$ cat config.mk
export PLATFORM = sky130hd
export DESIGN_NAME = i2c_reg_slave
export DESIGN_NICKNAME = d
export VERILOG_FILES = /design/src/rtl/i2cs_pkg.sv /design/src/rtl/i2cs_glitch_filter.sv /design/src/rtl/i2cs_bus_events.sv /design/src/rtl/i2cs_engine.sv /design/src/rtl/i2c_reg_slave.sv
export SDC_FILE = /design/constraint.sdc
export NUM_CORES = 1
export LEC_CHECK = 0
export BUFFER_PORTS_ARGS = -buffer_cell sky130_fd_sc_hd__buf_2
export CAP_MARGIN = 0
export CORE_MARGIN = 1
export CORE_UTILIZATION = 50
export DETAILED_ROUTE_END_ITERATION = 6
export PLACE_DENSITY = 0.8
export RECOVER_POWER = 50
export SLEW_MARGIN = 20
export SYNTH_ARGS = -nofsm -noshare
export SYNTH_HDL_FRONTEND = slang
export SYNTH_SLANG_ARGS = --single-unit
$ cat constraint.sdc
create_clock -name clk -period 2.3 [get_ports clk]
set_clock_uncertainty 0.1 [all_clocks]
set_input_delay 0.46 -clock clk [delete_from_list [all_inputs] [get_ports clk]]
set_output_delay 0.46 -clock clk [all_outputs]
set_load 0.02 [all_outputs]
$ cat src/rtl/i2cs_pkg.sv
package i2cs_pkg;

  typedef enum logic [2:0] {
    ST_IDLE,
    ST_ADDR,
    ST_RX,
    ST_ACKOUT,
    ST_TX,
    ST_ACKIN,
    ST_PARK
  } xfer_st_e;

endpackage

$ cat src/rtl/i2cs_glitch_filter.sv
module i2cs_glitch_filter #(
  parameter int LEN_W = 3
) (
  input  logic             clk,
  input  logic             rst_n,
  input  logic [LEN_W-1:0] glitch_len,
  input  logic             raw_i,
  output logic             filt_o
);

  logic [1:0]       sync_q;
  logic [LEN_W-1:0] run_q;
  logic             differ;

  assign differ = sync_q[1] ^ filt_o;

  always_ff @(posedge clk or negedge rst_n) begin
    if (!rst_n) begin
      sync_q <= 2'b11;
      run_q  <= '0;
      filt_o <= 1'b1;
    end else begin
      sync_q <= {sync_q[0], raw_i};
      if (!differ) begin
        run_q <= '0;
      end else if (run_q == glitch_len) begin
        filt_o <= sync_q[1];
        run_q  <= '0;
      end else begin
        run_q <= run_q + 1'b1;
      end
    end
  end

  // with a filter longer than one clock, the filtered line only moves
  // after the synchronised level held for two consecutive clocks
  p_filt_hold_r9: assert property (@(posedge clk) disable iff (!rst_n)
    ((filt_o != $past(filt_o)) && ($past(glitch_len) != '0))
      |-> ($past(sync_q[1]) == $past(sync_q[1], 2)));

endmodule

$ cat src/rtl/i2cs_bus_events.sv
module i2cs_bus_events (
  input  logic clk,
  input  logic rst_n,
  input  logic scl_f,
  input  logic sda_f,
  output logic scl_rise,
  output logic scl_fall,
  output logic start_c,
  output logic stop_c
);

  logic scl_p, sda_p;

  always_ff @(posedge clk or negedge rst_n) begin
    if (!rst_n) begin
      scl_p <= 1'b1;
      sda_p <= 1'b1;
    end else begin
      scl_p <= scl_f;
      sda_p <= sda_f;
    end
  end

  assign scl_rise = scl_f & ~scl_p;
  assign scl_fall = ~scl_f & scl_p;
  assign start_c  = scl_f & scl_p & sda_p & ~sda_f;
  assign stop_c   = scl_f & scl_p & ~sda_p & sda_f;

endmodule

$ cat src/rtl/i2cs_engine.sv
module i2cs_engine
  import i2cs_pkg::*;
#(
  parameter int DW = 8
) (
  input  logic          clk,
  input  logic          rst_n,
  input  logic [DW-2:0] dev_addr,
  input  logic          burst_mode,
  input  logic [DW-1:0] rd_data,
  input  logic          wait_req,
  input  logic          scl_f,
  input  logic          sda_f,
  input  logic          scl_rise,
  input  logic          scl_fall,
  input  logic          start_c,
  input  logic          stop_c,
  output logic          addr_hit,
  output logic          rw,
  output logic          rd_strobe,
  output logic          wr_strobe,
  output logic [DW-1:0] reg_addr,
  output logic [DW-1:0] wr_data,
  output logic          scl_oe,
  output logic          sda_oe
);

  localparam int CW = $clog2(DW + 1);

  function automatic logic addr_match(input logic [DW-1:0] b, input logic [DW-2:0] a);
    return b[DW-1:1] == a;
  endfunction

  function automatic logic may_fetch(input logic burst, input logic done);
    return burst || !done;
  endfunction

  xfer_st_e      st;
  logic [CW-1:0] bcnt;
  logic [DW-1:0] sr, tx, rx_byte;
  logic          ack_pend, need_reg, one_done, m_nack;
  logic          byte_in, byte_out_end;

  assign rx_byte      = {sr[DW-2:0], sda_f};
  assign byte_in      = scl_rise && (bcnt == CW'(DW - 1));
  assign byte_out_end = scl_fall && (bcnt == CW'(DW));

  always_ff @(posedge clk or negedge rst_n) begin
    if (!rst_n) begin
      st        <= ST_IDLE;
      bcnt      <= '0;
      sr        <= '0;
      tx        <= '0;
      ack_pend  <= 1'b0;
      need_reg  <= 1'b0;
      one_done  <= 1'b0;
      m_nack    <= 1'b0;
      addr_hit  <= 1'b0;
      rw        <= 1'b0;
      rd_strobe <= 1'b0;
      wr_strobe <= 1'b0;
      reg_addr  <= '0;
      wr_data   <= '0;
      scl_oe    <= 1'b0;
      sda_oe    <= 1'b0;
    end else begin
      rd_strobe <= 1'b0;
      wr_strobe <= 1'b0;
      scl_oe    <= addr_hit && wait_req && !scl_f;
      if (start_c) begin
        st       <= ST_ADDR;
        bcnt     <= '0;
        sda_oe   <= 1'b0;
        addr_hit <= 1'b0;
      end else if (stop_c) begin
        st       <= ST_IDLE;
        sda_oe   <= 1'b0;
        addr_hit <= 1'b0;
      end else begin
        case (st)
          ST_ADDR, ST_RX: begin
            if (scl_rise) begin
              sr   <= rx_byte;
              bcnt <= bcnt + 1'b1;
            end
            if (byte_in && st == ST_ADDR) begin
              if (addr_match(rx_byte, dev_addr)) begin
                addr_hit <= 1'b1;
                rw       <= rx_byte[0];
                ack_pend <= 1'b1;
                need_reg <= !burst_mode && !rx_byte[0];
                one_done <= 1'b0;
              end else begin
                st <= ST_PARK;
              end
            end else if (byte_in) begin
              if (burst_mode) begin
                wr_data   <= rx_byte;
                wr_strobe <= 1'b1;
                ack_pend  <= 1'b1;
              end else if (need_reg) begin
                reg_addr <= rx_byte;
                need_reg <= 1'b0;
                ack_pend <= 1'b1;
              end else if (!one_done) begin
                wr_data   <= rx_byte;
                wr_strobe <= 1'b1;
                one_done  <= 1'b1;
                ack_pend  <= 1'b1;
              end else begin
                ack_pend <= 1'b0;
              end
            end
            if (byte_out_end) begin
              st     <= ST_ACKOUT;
              sda_oe <= ack_pend;
              bcnt   <= '0;
            end
          end
          ST_ACKOUT: begin
            if (scl_fall) begin
              sda_oe <= 1'b0;
              if (!ack_pend) begin
                st <= ST_PARK;
              end else if (rw) begin
                st <= ST_TX;
                if (may_fetch(burst_mode, one_done)) begin
                  tx        <= rd_data;
                  rd_strobe <= 1'b1;
                  one_done  <= 1'b1;
                  sda_oe    <= !rd_data[DW-1];
                end else begin
                  tx <= '1;
                end
              end else begin
                st <= ST_RX;
              end
            end
          end
          ST_TX: begin
            if (scl_rise) begin
              bcnt <= bcnt + 1'b1;
            end else if (byte_out_end) begin
              sda_oe <= 1'b0;
              st     <= ST_ACKIN;
            end else if (scl_fall) begin
              tx     <= tx << 1;
              sda_oe <= !tx[DW-2];
            end
          end
          ST_ACKIN: begin
            if (scl_rise) begin
              m_nack <= sda_f;
            end else if (scl_fall) begin
              bcnt <= '0;
              if (m_nack) begin
                st <= ST_PARK;
              end else begin
                st <= ST_TX;
                if (may_fetch(burst_mode, one_done)) begin
                  tx        <= rd_data;
                  rd_strobe <= 1'b1;
                  one_done  <= 1'b1;
                  sda_oe    <= !rd_data[DW-1];
                end else begin
                  tx <= '1;
                end
              end
            end
          end
          default: ;
        endcase
      end
    end
  end

  // a byte delivery strobe lasts exactly one clock
  p_wr_pulse_r3: assert property (@(posedge clk) disable iff (!rst_n)
    wr_strobe |=> !wr_strobe);

  // a fetch strobe lasts exactly one clock
  p_rd_pulse_r4: assert property (@(posedge clk) disable iff (!rst_n)
    rd_strobe |=> !rd_strobe);

  // a write delivery and a read fetch never coincide
  p_strobe_excl_r5: assert property (@(posedge clk) disable iff (!rst_n)
    !(wr_strobe && rd_strobe));

  // SDA drive moves only after a filtered SCL fall or a bus condition
  p_sda_edge_r10: assert property (@(posedge clk) disable iff (!rst_n)
    (sda_oe != $past(sda_oe)) |-> ($past(scl_fall) || $past(start_c) || $past(stop_c)));

  // stretching begins only on an SCL line that is already low
  p_stretch_low_r8: assert property (@(posedge clk) disable iff (!rst_n)
    $rose(scl_oe) |-> !$past(scl_f));

  // stretching needs an addressed slave and a pending wait
  p_stretch_wait_r8: assert property (@(posedge clk) disable iff (!rst_n)
    scl_oe |-> $past(wait_req && addr_hit));

  // a STOP clears the address hit
  p_stop_clear_r7: assert property (@(posedge clk) disable iff (!rst_n)
    stop_c |=> !addr_hit);

endmodule

$ cat src/rtl/i2c_reg_slave.sv
module i2c_reg_slave
  import i2cs_pkg::*;
#(
  parameter int DW    = 8,
  parameter int LEN_W = 3
) (
  input  logic             clk,
  input  logic             rst_n,
  input  logic [LEN_W-1:0] glitch_len,
  input  logic [DW-2:0]    dev_addr,
  input  logic             burst_mode,
  input  logic [DW-1:0]    rd_data,
  input  logic             wait_req,
  input  logic             scl_i,
  input  logic             sda_i,
  output logic             addr_hit,
  output logic             rw,
  output logic             rd_strobe,
  output logic             wr_strobe,
  output logic [DW-1:0]    reg_addr,
  output logic [DW-1:0]    wr_data,
  output logic             scl_oe,
  output logic             sda_oe
);

  localparam int NLINES = 2;

  logic [NLINES-1:0] line_raw, line_filt;
  logic scl_f, sda_f, scl_rise, scl_fall, start_c, stop_c;

  assign line_raw = {sda_i, scl_i};

  for (genvar gi = 0; gi < NLINES; gi++) begin : g_line
    i2cs_glitch_filter #(.LEN_W(LEN_W)) u_filt (
      .clk        (clk),
      .rst_n      (rst_n),
      .glitch_len (glitch_len),
      .raw_i      (line_raw[gi]),
      .filt_o     (line_filt[gi])
    );
  end

  assign scl_f = line_filt[0];
  assign sda_f = line_filt[1];

  i2cs_bus_events u_events (
    .clk      (clk),
    .rst_n    (rst_n),
    .scl_f    (scl_f),
    .sda_f    (sda_f),
    .scl_rise (scl_rise),
    .scl_fall (scl_fall),
    .start_c  (start_c),
    .stop_c   (stop_c)
  );

  i2cs_engine #(.DW(DW)) u_engine (
    .clk        (clk),
    .rst_n      (rst_n),
    .dev_addr   (dev_addr),
    .burst_mode (burst_mode),
    .rd_data    (rd_data),
    .wait_req   (wait_req),
    .scl_f      (scl_f),
    .sda_f      (sda_f),
    .scl_rise   (scl_rise),
    .scl_fall   (scl_fall),
    .start_c    (start_c),
    .stop_c     (stop_c),
    .addr_hit   (addr_hit),
    .rw         (rw),
    .rd_strobe  (rd_strobe),
    .wr_strobe  (wr_strobe),
    .reg_addr   (reg_addr),
    .wr_data    (wr_data),
    .scl_oe     (scl_oe),
    .sda_oe     (sda_oe)
  );

endmodule

== Word-level counts from Yosys, hierarchy flattened ==
Index checks and enable logic that the tools add are counted.

* Add/subtract/negate cells: 3
* Eq/ne operators: 41
* Mux-type cells: 98
* Bitwise gates (word level): 17
* Reductions and logical operators: 37

{| class="wikitable"
|+ Operators by type and width
! operator !! count
|-
| two-way mux 7 bit || 10
|-
| two-way mux 1 bit || 56
|-
| two-way mux 3 bit || 16
|-
| two-way mux 4 bit || 6
|-
| two-way mux 8 bit || 3
|-
| one-hot mux 7 bit (3 select lines) || 1
|-
| != test 4 x 3 -> 1 bit, second input constant || 5
|-
| != test 2 bit, second input constant || 8
|-
| nonzero test 3 bit || 5
|-
| AND reduction 7 bit || 2
|-
| AND reduction 13 bit || 1
|-
| != test 2 x 1 -> 1 bit, second input constant || 6
|-
| != test 4 bit, second input constant || 3
|-
| one-hot mux 3 bit (4 select lines) || 1
|-
| one-hot mux 4 bit (3 select lines) || 1
|-
| AND reduction 12 bit || 1
|-
| AND reduction 4 bit || 3
|-
| != test 5 x 3 -> 1 bit, second input constant || 2
|-
| AND reduction 5 bit || 2
|-
| != test 3 bit, second input constant || 3
|-
| AND reduction 9 bit || 1
|-
| NOT 1 bit || 8
|-
| AND reduction 8 bit || 1
|-
| AND 1 bit || 7
|-
| other kinds (27) || 44
|}

* Register bits after elaboration: 61
* Output and inout port bits: 22
* Word-level logic and storage cells: 220

== Longest topological paths before layout ==
Gate-level depths: netlist of run 1.

* Depth after elaboration: 9
* Depth in mapped cells: 8

== Hierarchy ==
From an unflattened synthesis of run 1, not the netlist that was laid out.

* Cells, all modules: 296
* Area total of the unflattened synthesis: 3,199.3 sq um

{| class="wikitable"
|+ Modules (own cells, without submodules)
! module !! times used !! cells an instance !! area an instance (sq um) !! seq. area each (sq um)
|-
| i2cs_engine || 1 || 252 || 2,616.3 || 1,176.1
|-
| i2cs_glitch_filter || 2 || 19 || 249.0 || 153.9
|-
| i2cs_bus_events || 1 || 6 || 85.1 || 52.6
|}

== Least setup slack after synthesis of run 1 ==
No wires, ideal clock.

* Path kind: flip-flop to flip-flop
* Start: register g_line[0].u_filt.filt_o
* End: register u_engine.reg_addr[0]
* Setup time: 125 ps
* Data arrival time: 1,769 ps
* Slack: 306 ps
* Cell stages (with the launch flop): 7
* Clock period less this slack: 1,994 ps
* Cell sequence: dfstp_2 -> buf_6 -> nand2b_4 -> nor3_4 -> nand2_4 -> nor4_4 -> mux2_2

* Cells in the longest elaborated chain, start to end: 5
* Elaborated cells between the ends (all ways): 12
* Those cells by class: bitwise (9); reduce/logical (3)

{| class="wikitable"
|+ RTL lines
! element !! RTL line !! RTL
|-
| start: declaration || i2cs_glitch_filter.sv:8 || <nowiki>output logic filt_o</nowiki>
|-
| start signal: assignment || i2cs_glitch_filter.sv:27 || <nowiki>filt_o <= sync_q[1];</nowiki>
|-
| AND 1 bit (on tied branches) || i2cs_bus_events.sv:26, i2cs_bus_events.sv:27, i2cs_bus_events.sv:24 ||
|-
| AND 1 bit (tied with other cells) (2 in a row) || i2cs_bus_events.sv:27 || <nowiki>assign stop_c = scl_f & scl_p & ~sda_p & sda_f;</nowiki>
|-
| NOT 1 bit (no line) || -- ||
|-
| AND reduction 7 bit (no line) (*) || -- ||
|-
| end signal: assignment || i2cs_engine.sv:102 || <nowiki>reg_addr <= rx_byte;</nowiki>
|-
| end: declaration || i2cs_engine.sv:22 || <nowiki>output logic [DW-1:0] reg_addr,</nowiki>
|}

Every way passes the cells marked *; elsewhere a longest branch is shown, timed or not.
A chain may end at the register's enable or synchronous reset.

== Worst setup path in the final report of run 1 ==
* Start: register g_line[1].u_filt.filt_o
* End: register u_engine.tx[5]

* Cells in the longest elaborated chain, start to end: 4
* Elaborated cells between the ends (all ways): 6
* Those cells by class: bitwise (5); reduce/logical (1)

{| class="wikitable"
|+ RTL lines
! element !! RTL line !! RTL
|-
| start: declaration || i2cs_glitch_filter.sv:8 ||
|-
| start signal: assignment || i2cs_glitch_filter.sv:27 ||
|-
| NOT 1 bit || i2cs_bus_events.sv:26 || <nowiki>assign start_c = scl_f & scl_p & sda_p & ~sda_f;</nowiki>
|-
| AND 1 bit || i2cs_bus_events.sv:26 ||
|-
| NOT 1 bit (no line) || -- ||
|-
| AND reduction 12 bit (no line) (*) || -- ||
|-
| end signal: assignment || i2cs_engine.sv:128 || <nowiki>tx <= rd_data;</nowiki>
|-
| end signal: assignment || i2cs_engine.sv:147 || <nowiki>tx <= tx << 1;</nowiki>
|-
| end signal: assignment || i2cs_engine.sv:161 || <nowiki>tx <= rd_data;</nowiki>
|-
| end: declaration || i2cs_engine.sv:40 || <nowiki>logic [DW-1:0] sr, tx, rx_byte;</nowiki>
|}

Marks and branches as above.

==> results of run 1 <==
[cells in the final DEF (no fill, tap or decap), drive strengths merged, types with 4 or more instances in the layout]
cell type / instances
buf: 54
a21oi: 7
clkbuf: 13
nand2b: 6
mux2: 34
a21o: 4
ha: 4
nand2: 29
nand3: 4
nor2: 30
xor2: 13
nor2b: 5
xnor2: 6
inv: 9
nor3: 9
dfstp: 8
o21ai: 23
dfrtp: 53
[path summary, 6_finish.rpt]
kind	from	end	slack (ns)	depth (start not counted)
min in group asynchronous	rst_n	g_line[1].u_filt.run_q[0]$_DFF_PN0_	0.46	2
max in group asynchronous	rst_n	g_line[1].u_filt.run_q[1]$_DFF_PN0_	0.75	2
worst min register to register	g_line[0].u_filt.sync_q[0]$_DFF_PN1_	g_line[0].u_filt.sync_q[1]$_DFF_PN1_	0.26	0
worst max register to register	g_line[1].u_filt.filt_o$_DFFE_PN1P_	u_engine.tx[5]$_DFFE_PN0P_	0.16	5
worst min-delay path	scl_i	g_line[0].u_filt.sync_q[0]$_DFF_PN1_	0.12	1
worst max-delay path	g_line[1].u_filt.filt_o$_DFFE_PN1P_	u_engine.tx[5]$_DFFE_PN0P_	0.16	5
[cells by family after synthesis]
| kind of cell | after synthesis | share of synthesized area [%] |
|---|---|---|
| multiplexers | 36 | 12.8 |
| buffers and inverters | 19 | 2.99 |
| AO/OA/AOI/OAI | 50 | 10.6 |
| AND/OR/NAND/NOR | 101 | 17.5 |
| XOR/XNOR | 19 | 5.54 |
| adder cells (fa/ha/maj) | 4 | 1.59 |
| flip-flops | 61 | 49.0 |
[layout make-up]
class                           instances  area [um^2]  area share [%]
Clock buffer                           12          155            4.25
Inverter                                9         33.8           0.926
Tap cell                               75         93.8            2.57
Clock inverter                          4         22.5           0.617
Multi-Input combinational cell        210         1510            41.3
Timing Repair Buffer                   55          298            8.16
Sequential cell                        61         1540            42.1
[worst max-delay path: stages (launching register included)]
cell and delay (ns):
dfstp_1 0.81, xor2_1 0.19, nand3_1 0.16, o21a_1 0.16, nand2_1 0.24, mux2_2 0.37
[cell usage after synthesis, drive strengths merged (4+ instances only)]
cell	number	area share, %
dfrtp	53	42
mux2	34	12
nor2	30	3.6
nand2	29	3.7
o21ai	23	3.8
xor2	13	3.9
inv	9	1.1
nor3	9	2.0
dfstp	8	6.7
a21oi	7	1.2
buf	6	1.4
nand2b	6	1.7
xnor2	6	1.7
nor2b	5	1.0
a21o	4	0.96
clkbuf	4	0.48
ha	4	1.6
nand3	4	0.64
[metrics by stage]
step,instance area [um^2],util [%],cells
final,3650,60.9,426
after global routing,3650,60.9,426
after CTS,3660,61.1,426
after detailed placement,3480,58.2,410
after global placement,3480,58.2,410
after floorplan,3140,-,290
[power by group]
part,switching (mW),internal [mW]
Combinational,0.778,0.673
Sequential,0.335,1.36
Clock,0.421,0.444
Total,1.53,2.47
[metal layers]
| metal | up-vias | GRT usage (%) | routed length, um |
|---|---|---|---|
| met5 | - | 0 | 0 |
| met4 | 0 | 9.82 | 104 |
| met3 | 15 | 5.62 | 421 |
| met2 | 76 | 34.0 | 3190 |
| met1 | 1104 | 29.9 | 2940 |
| li1 | 1124 | - | - |
==> impl_results.md, run 1 <==
- Final worst-path cycle share: between 90% and 100%
- Achievable Freq: about 470 MHz
- FILL cells: slightly below 500
- Vias in the first global route: between 2000 and 2500
- Worst-path clk slew: roughly 0.070 ns
- Cts hold-fix bufs: 0
- Largest net degree at the start of global routing: 62
- # rows: 28
- Final setup TNS: 0 ns
- Slew Limit Fails: 0
- Boundary pin count: 46
- Syn Nets: approximately 320
- Pleak: roughly 1.8 nW
- Post-layout power: 4.01 mW
- # nets final: 374
- CP Class: register to register
- Cell Pwr Density: about 1100 nW/um^2
- Netlist Area Pre-Place: about 3100 um^2
- Total of max-cap violations: 0
- Core footprint: roughly 6000 um^2
- Post-synth top flop: dfrtp_1
- CTS max path bufs: 2
- RSZ-0062 raised after global routing: false
- Postcts setup bufs: 0
- Fin. Hold Viols: 0
- Critical Path RT: 2.42 ns
- Hold_ws: 0.120 ns
- Global route overflow: 0
- Peak supply drop: 650 uV
- Number of flops mapped to enable cells by yosys: 0
- Die area: between 6000 and 7000 um^2
- Area Overhead vs Synth: 16.2%
- Fin crit period: approximately 2.1 ns
- Final setup viols: 0
- Die Y: between 80 and 90 um
- First-pass GRT wire length: between 10000 and 15000 um
- HP Class: primary input to register
- Post-DR wirelength/cell: ~16 um
- Via count: roughly 2300
- Fraction of registers with async set/reset: 100%
- PortBufs: 45
- WP data arrival: 2.26 ns
- CTS resizes: 0
- Share of layout cells above drive strength 1: between 30% and 40%
- Seq cells post-synth: just over 60
- Slew HR: between 1 and 1.5%
- Worst-path fanout max: 13
- Worst slew pin tran: between 1 and 1.5 ns
- Clk sinks: 61
- Clk root buf: clkbuf_8
- Drt total wl: 6650 um
- Startpoint class of the critical path: register
- Distinct cell type count of the synthesized netlist: 57
- Routed Antenna Nets: 0
- CP Capture Type: register
- Syn. warnings: 0
- Register area share after synthesis: about 50%
- Mapped Avg Cell Area: around 11 um^2
- Total CTS buffers: 9
- Synth Instances: 290
- Pre-CTS setup slack: around 0.19 ns
- Vias/cell: 5.44
- GP Congestion: ~0.91
- Top flop regs: u_engine.reg_addr (8), u_engine.wr_data (8)
- Drt first pass iters: 4
- HPWL Detailed: between 4000 and 5000 um
- Starting Density: 52.4%
- Status: finished, final reports clean
- Initial antenna violation count: 0
- Global Route Usage Sum: 22.3%
- Die width: 81.2 um
- DRC viols: 0
- Htree depth: 3
- TritonCTS clock tree: built
- Fin worst setup slack: 0.163 ns
- 1st-iter DRT viols: 170
- Diodes inserted: 0
- Worst-Skew Late Latency: around 0.34 ns
Note: power is estimated with default switching activity, not from simulation.
==> run 2, diff against run 1 <==
--- a/config.mk
+++ b/config.mk
@@ -7,10 +7,11 @@
 export LEC_CHECK = 0
 export BUFFER_PORTS_ARGS = -buffer_cell sky130_fd_sc_hd__buf_2
 export CAP_MARGIN = 0
+export CORE_ASPECT_RATIO = 1.4
 export CORE_MARGIN = 1
-export CORE_UTILIZATION = 50
+export CORE_UTILIZATION = 39
 export DETAILED_ROUTE_END_ITERATION = 6
-export PLACE_DENSITY = 0.8
+export PLACE_DENSITY = 0.67
 export RECOVER_POWER = 50
 export SLEW_MARGIN = 20
 export SYNTH_ARGS = -nofsm -noshare
==> run 2 against run 1 <==
Effect of this change: final cell count grew 6.3%; design area up 1.8%; largest power group unchanged; sequential power is 4% lower; combinational power grew 7%.
==> impl_results.md, run 2 (synthesized netlist as in run 1, its figures left out) <==
- Status: finished, final reports clean (unchanged)
- Boundary pin count: 46 (unchanged)
- Slew HR: 14.9% (was 1.43%)
- Total of max-cap violations: 0 (unchanged)
- Diodes inserted: 0 (unchanged)
- Drt first pass iters: 5 (was 4)
- # rows: 38 (was 28)
- Vias in the first global route: 2337 (was 2296)
- Worst-path clk slew: 0.07 ns (about the same)
- Commonest cells after routing, fill and taps aside: dfrtp_1, buf_2, mux2_2 (unchanged)
- Final setup viols: 0 (unchanged)
- # nets final: 377 (was 374)
- Worst-path fanout max: 7 (was 13)
- Post-DR wirelength/cell: 14.5 um (was 15.6 um)
- WP data arrival: 2.22 ns (was 2.26 ns)
- Vias/cell: 5.09 (was 5.44)
- Final setup TNS: 0 ns (unchanged)
- Core footprint: 7750 um^2 (was 5990 um^2)
- CP Capture Type: register (unchanged)
- Initial antenna violation count: 0 (unchanged)
- Die area: 8410 um^2 (was 6600 um^2)
- GP Congestion: 0.917 (was 0.907)
- FILL cells: 739 (was 486)
- TritonCTS clock tree: built (unchanged)
- DRC viols: 0 (unchanged)
- Share of layout cells above drive strength 1: 35.7% (was 35.9%)
- Critical Path RT: 2.42 ns (about the same)
- Htree depth: 3 (unchanged)
- Pre-CTS setup slack: 0.229 ns (was 0.195 ns)
- Global Route Usage Sum: 17.4% (was 22.3%)
- Pleak: 1.77 nW (was 1.76 nW)
- Multi-input gate area: 1510 um^2 (unchanged)
- Final worst-path cycle share: 91.4% (was 92.9%)
- Most common cell after layout, fill and taps aside: dfrtp_1 (unchanged)
- Slew Limit Fails: 0 (unchanged)
- Via count: 2307 (was 2319)
- Final Util: 47.9% (was 60.9%)
- CP Class: register to register (unchanged)
- PortBufs: 45 (unchanged)
- Worst slew pin tran: 1.28 ns (was 1.48 ns)
- Largest net degree at the start of global routing: 43 (was 62)
- Achievable Freq: 476 MHz (was 468 MHz)
- Peak supply drop: 556 uV (was 650 uV)
- CTS max path bufs: 2 (unchanged)
- Top flop regs: u_engine.reg_addr (8), u_engine.wr_data (8) (unchanged)
- Startpoint class of the critical path: register (unchanged)
- Worst-Skew Late Latency: 0.34 ns (about the same)
- Drt total wl: 6570 um (was 6650 um)
- RSZ-0062 raised after global routing: false (unchanged)
- Fin crit period: 2.10 ns (was 2.14 ns)
- Postcts setup bufs: 0 (unchanged)
- Global route overflow: 0 (unchanged)
- Fin worst setup slack: 0.198 ns (was 0.163 ns)
- 1st-iter DRT viols: 123 (was 170)
- Post-layout power: 4.07 mW (was 4.01 mW)
- HP Class: primary input to register (unchanged)
- First-pass GRT wire length: 11100 um (was 10900 um)
- Starting Density: 40.5% (was 52.4%)
- CTS resizes: 0 (unchanged)
- Die width: 77.8 um (was 81.2 um)
- Fin. Hold Viols: 0 (unchanged)
- Clk root buf: clkbuf_8 (unchanged)
- Cts hold-fix bufs: 0 (unchanged)
- Routed Antenna Nets: 0 (unchanged)
- HPWL Detailed: 4820 um (was 4570 um)
- Sequential Area: 1540 um^2 (unchanged)
- Area Overhead vs Synth: 18.3% (was 16.2%)
- Clk sinks: 61 (unchanged)
- Cell Pwr Density: 1100 nW/um^2 (about the same)
- Die Y: 108 um (was 81.2 um)
- Total CTS buffers: 9 (unchanged)
## run 2: cell types whose count changed in the layout (fill, tap and decap cells not counted), sizes merged
cell,change
bufinv,+1
buf,+2
clkbuf,-1
## run 2: metal layers
metal	vias up	wire length, um	track usage, %
met5	-	0	0
li1	1126	-	-
met3	8	238	3.46
met1	1117	2900	20.2
met4	0	121	10.9
met2	56	3310	29.5
## run 2: worst max-delay path, stage by stage, from the launching register on
cell and delay (ns):
dfrtp_1 0.46, and2b_1 0.33, nand2_1 0.21, o21a_1 0.24, nand2_1 0.26, mux2_2 0.38
## run 2: final timing paths
check                                                     startpoint                              endpoint  slack, ns  cells after the start
worst min register to register  g_line[1].u_filt.sync_q[0]$_DFF_PN1_  g_line[1].u_filt.sync_q[1]$_DFF_PN1_       0.26                      0
worst max-delay path                      u_engine.st[1]$_DFFE_PN0P_            u_engine.tx[5]$_DFFE_PN0P_       0.20                      5
min in group asynchronous                                      rst_n            u_engine.st[1]$_DFFE_PN0P_       0.28                      1
worst min-delay path                                           sda_i  g_line[1].u_filt.sync_q[0]$_DFF_PN1_       0.12                      1
max in group asynchronous                                      rst_n  g_line[1].u_filt.sync_q[0]$_DFF_PN1_       0.93                      2
worst max register to register            u_engine.st[1]$_DFFE_PN0P_            u_engine.tx[5]$_DFFE_PN0P_       0.20                      5
## run 2: cell type report
| type | instances | area share, % |
|---|---|---|
| repair buffers | 58 | 8.89 |
| clock buffers | 10 | 3.44 |
| flip-flops and latches | 61 | 41.4 |
| multi-input cells | 210 | 40.6 |
| well taps | 100 | 3.37 |
| inverters | 9 | 0.910 |
| clock inverters | 5 | 1.42 |
## run 2: metrics by stage
step	hold slack (ns)	cells	instance area, um^2
after floorplan	0.0644	290	3140
after global placement	0.246	438	3540
after detailed placement	0.247	438	3540
after CTS	0.0110	453	3720
after global routing	0.106	453	3710
final	0.123	453	3710
## run 2: report_power, final
group,switching (mW),total [mW],leakage [nW],internal (mW)
logic,0.838,1.55,0.918,0.710
clock network,0.403,0.892,0.0919,0.488
registers,0.274,1.63,0.760,1.36
total,1.51,4.07,1.77,2.55
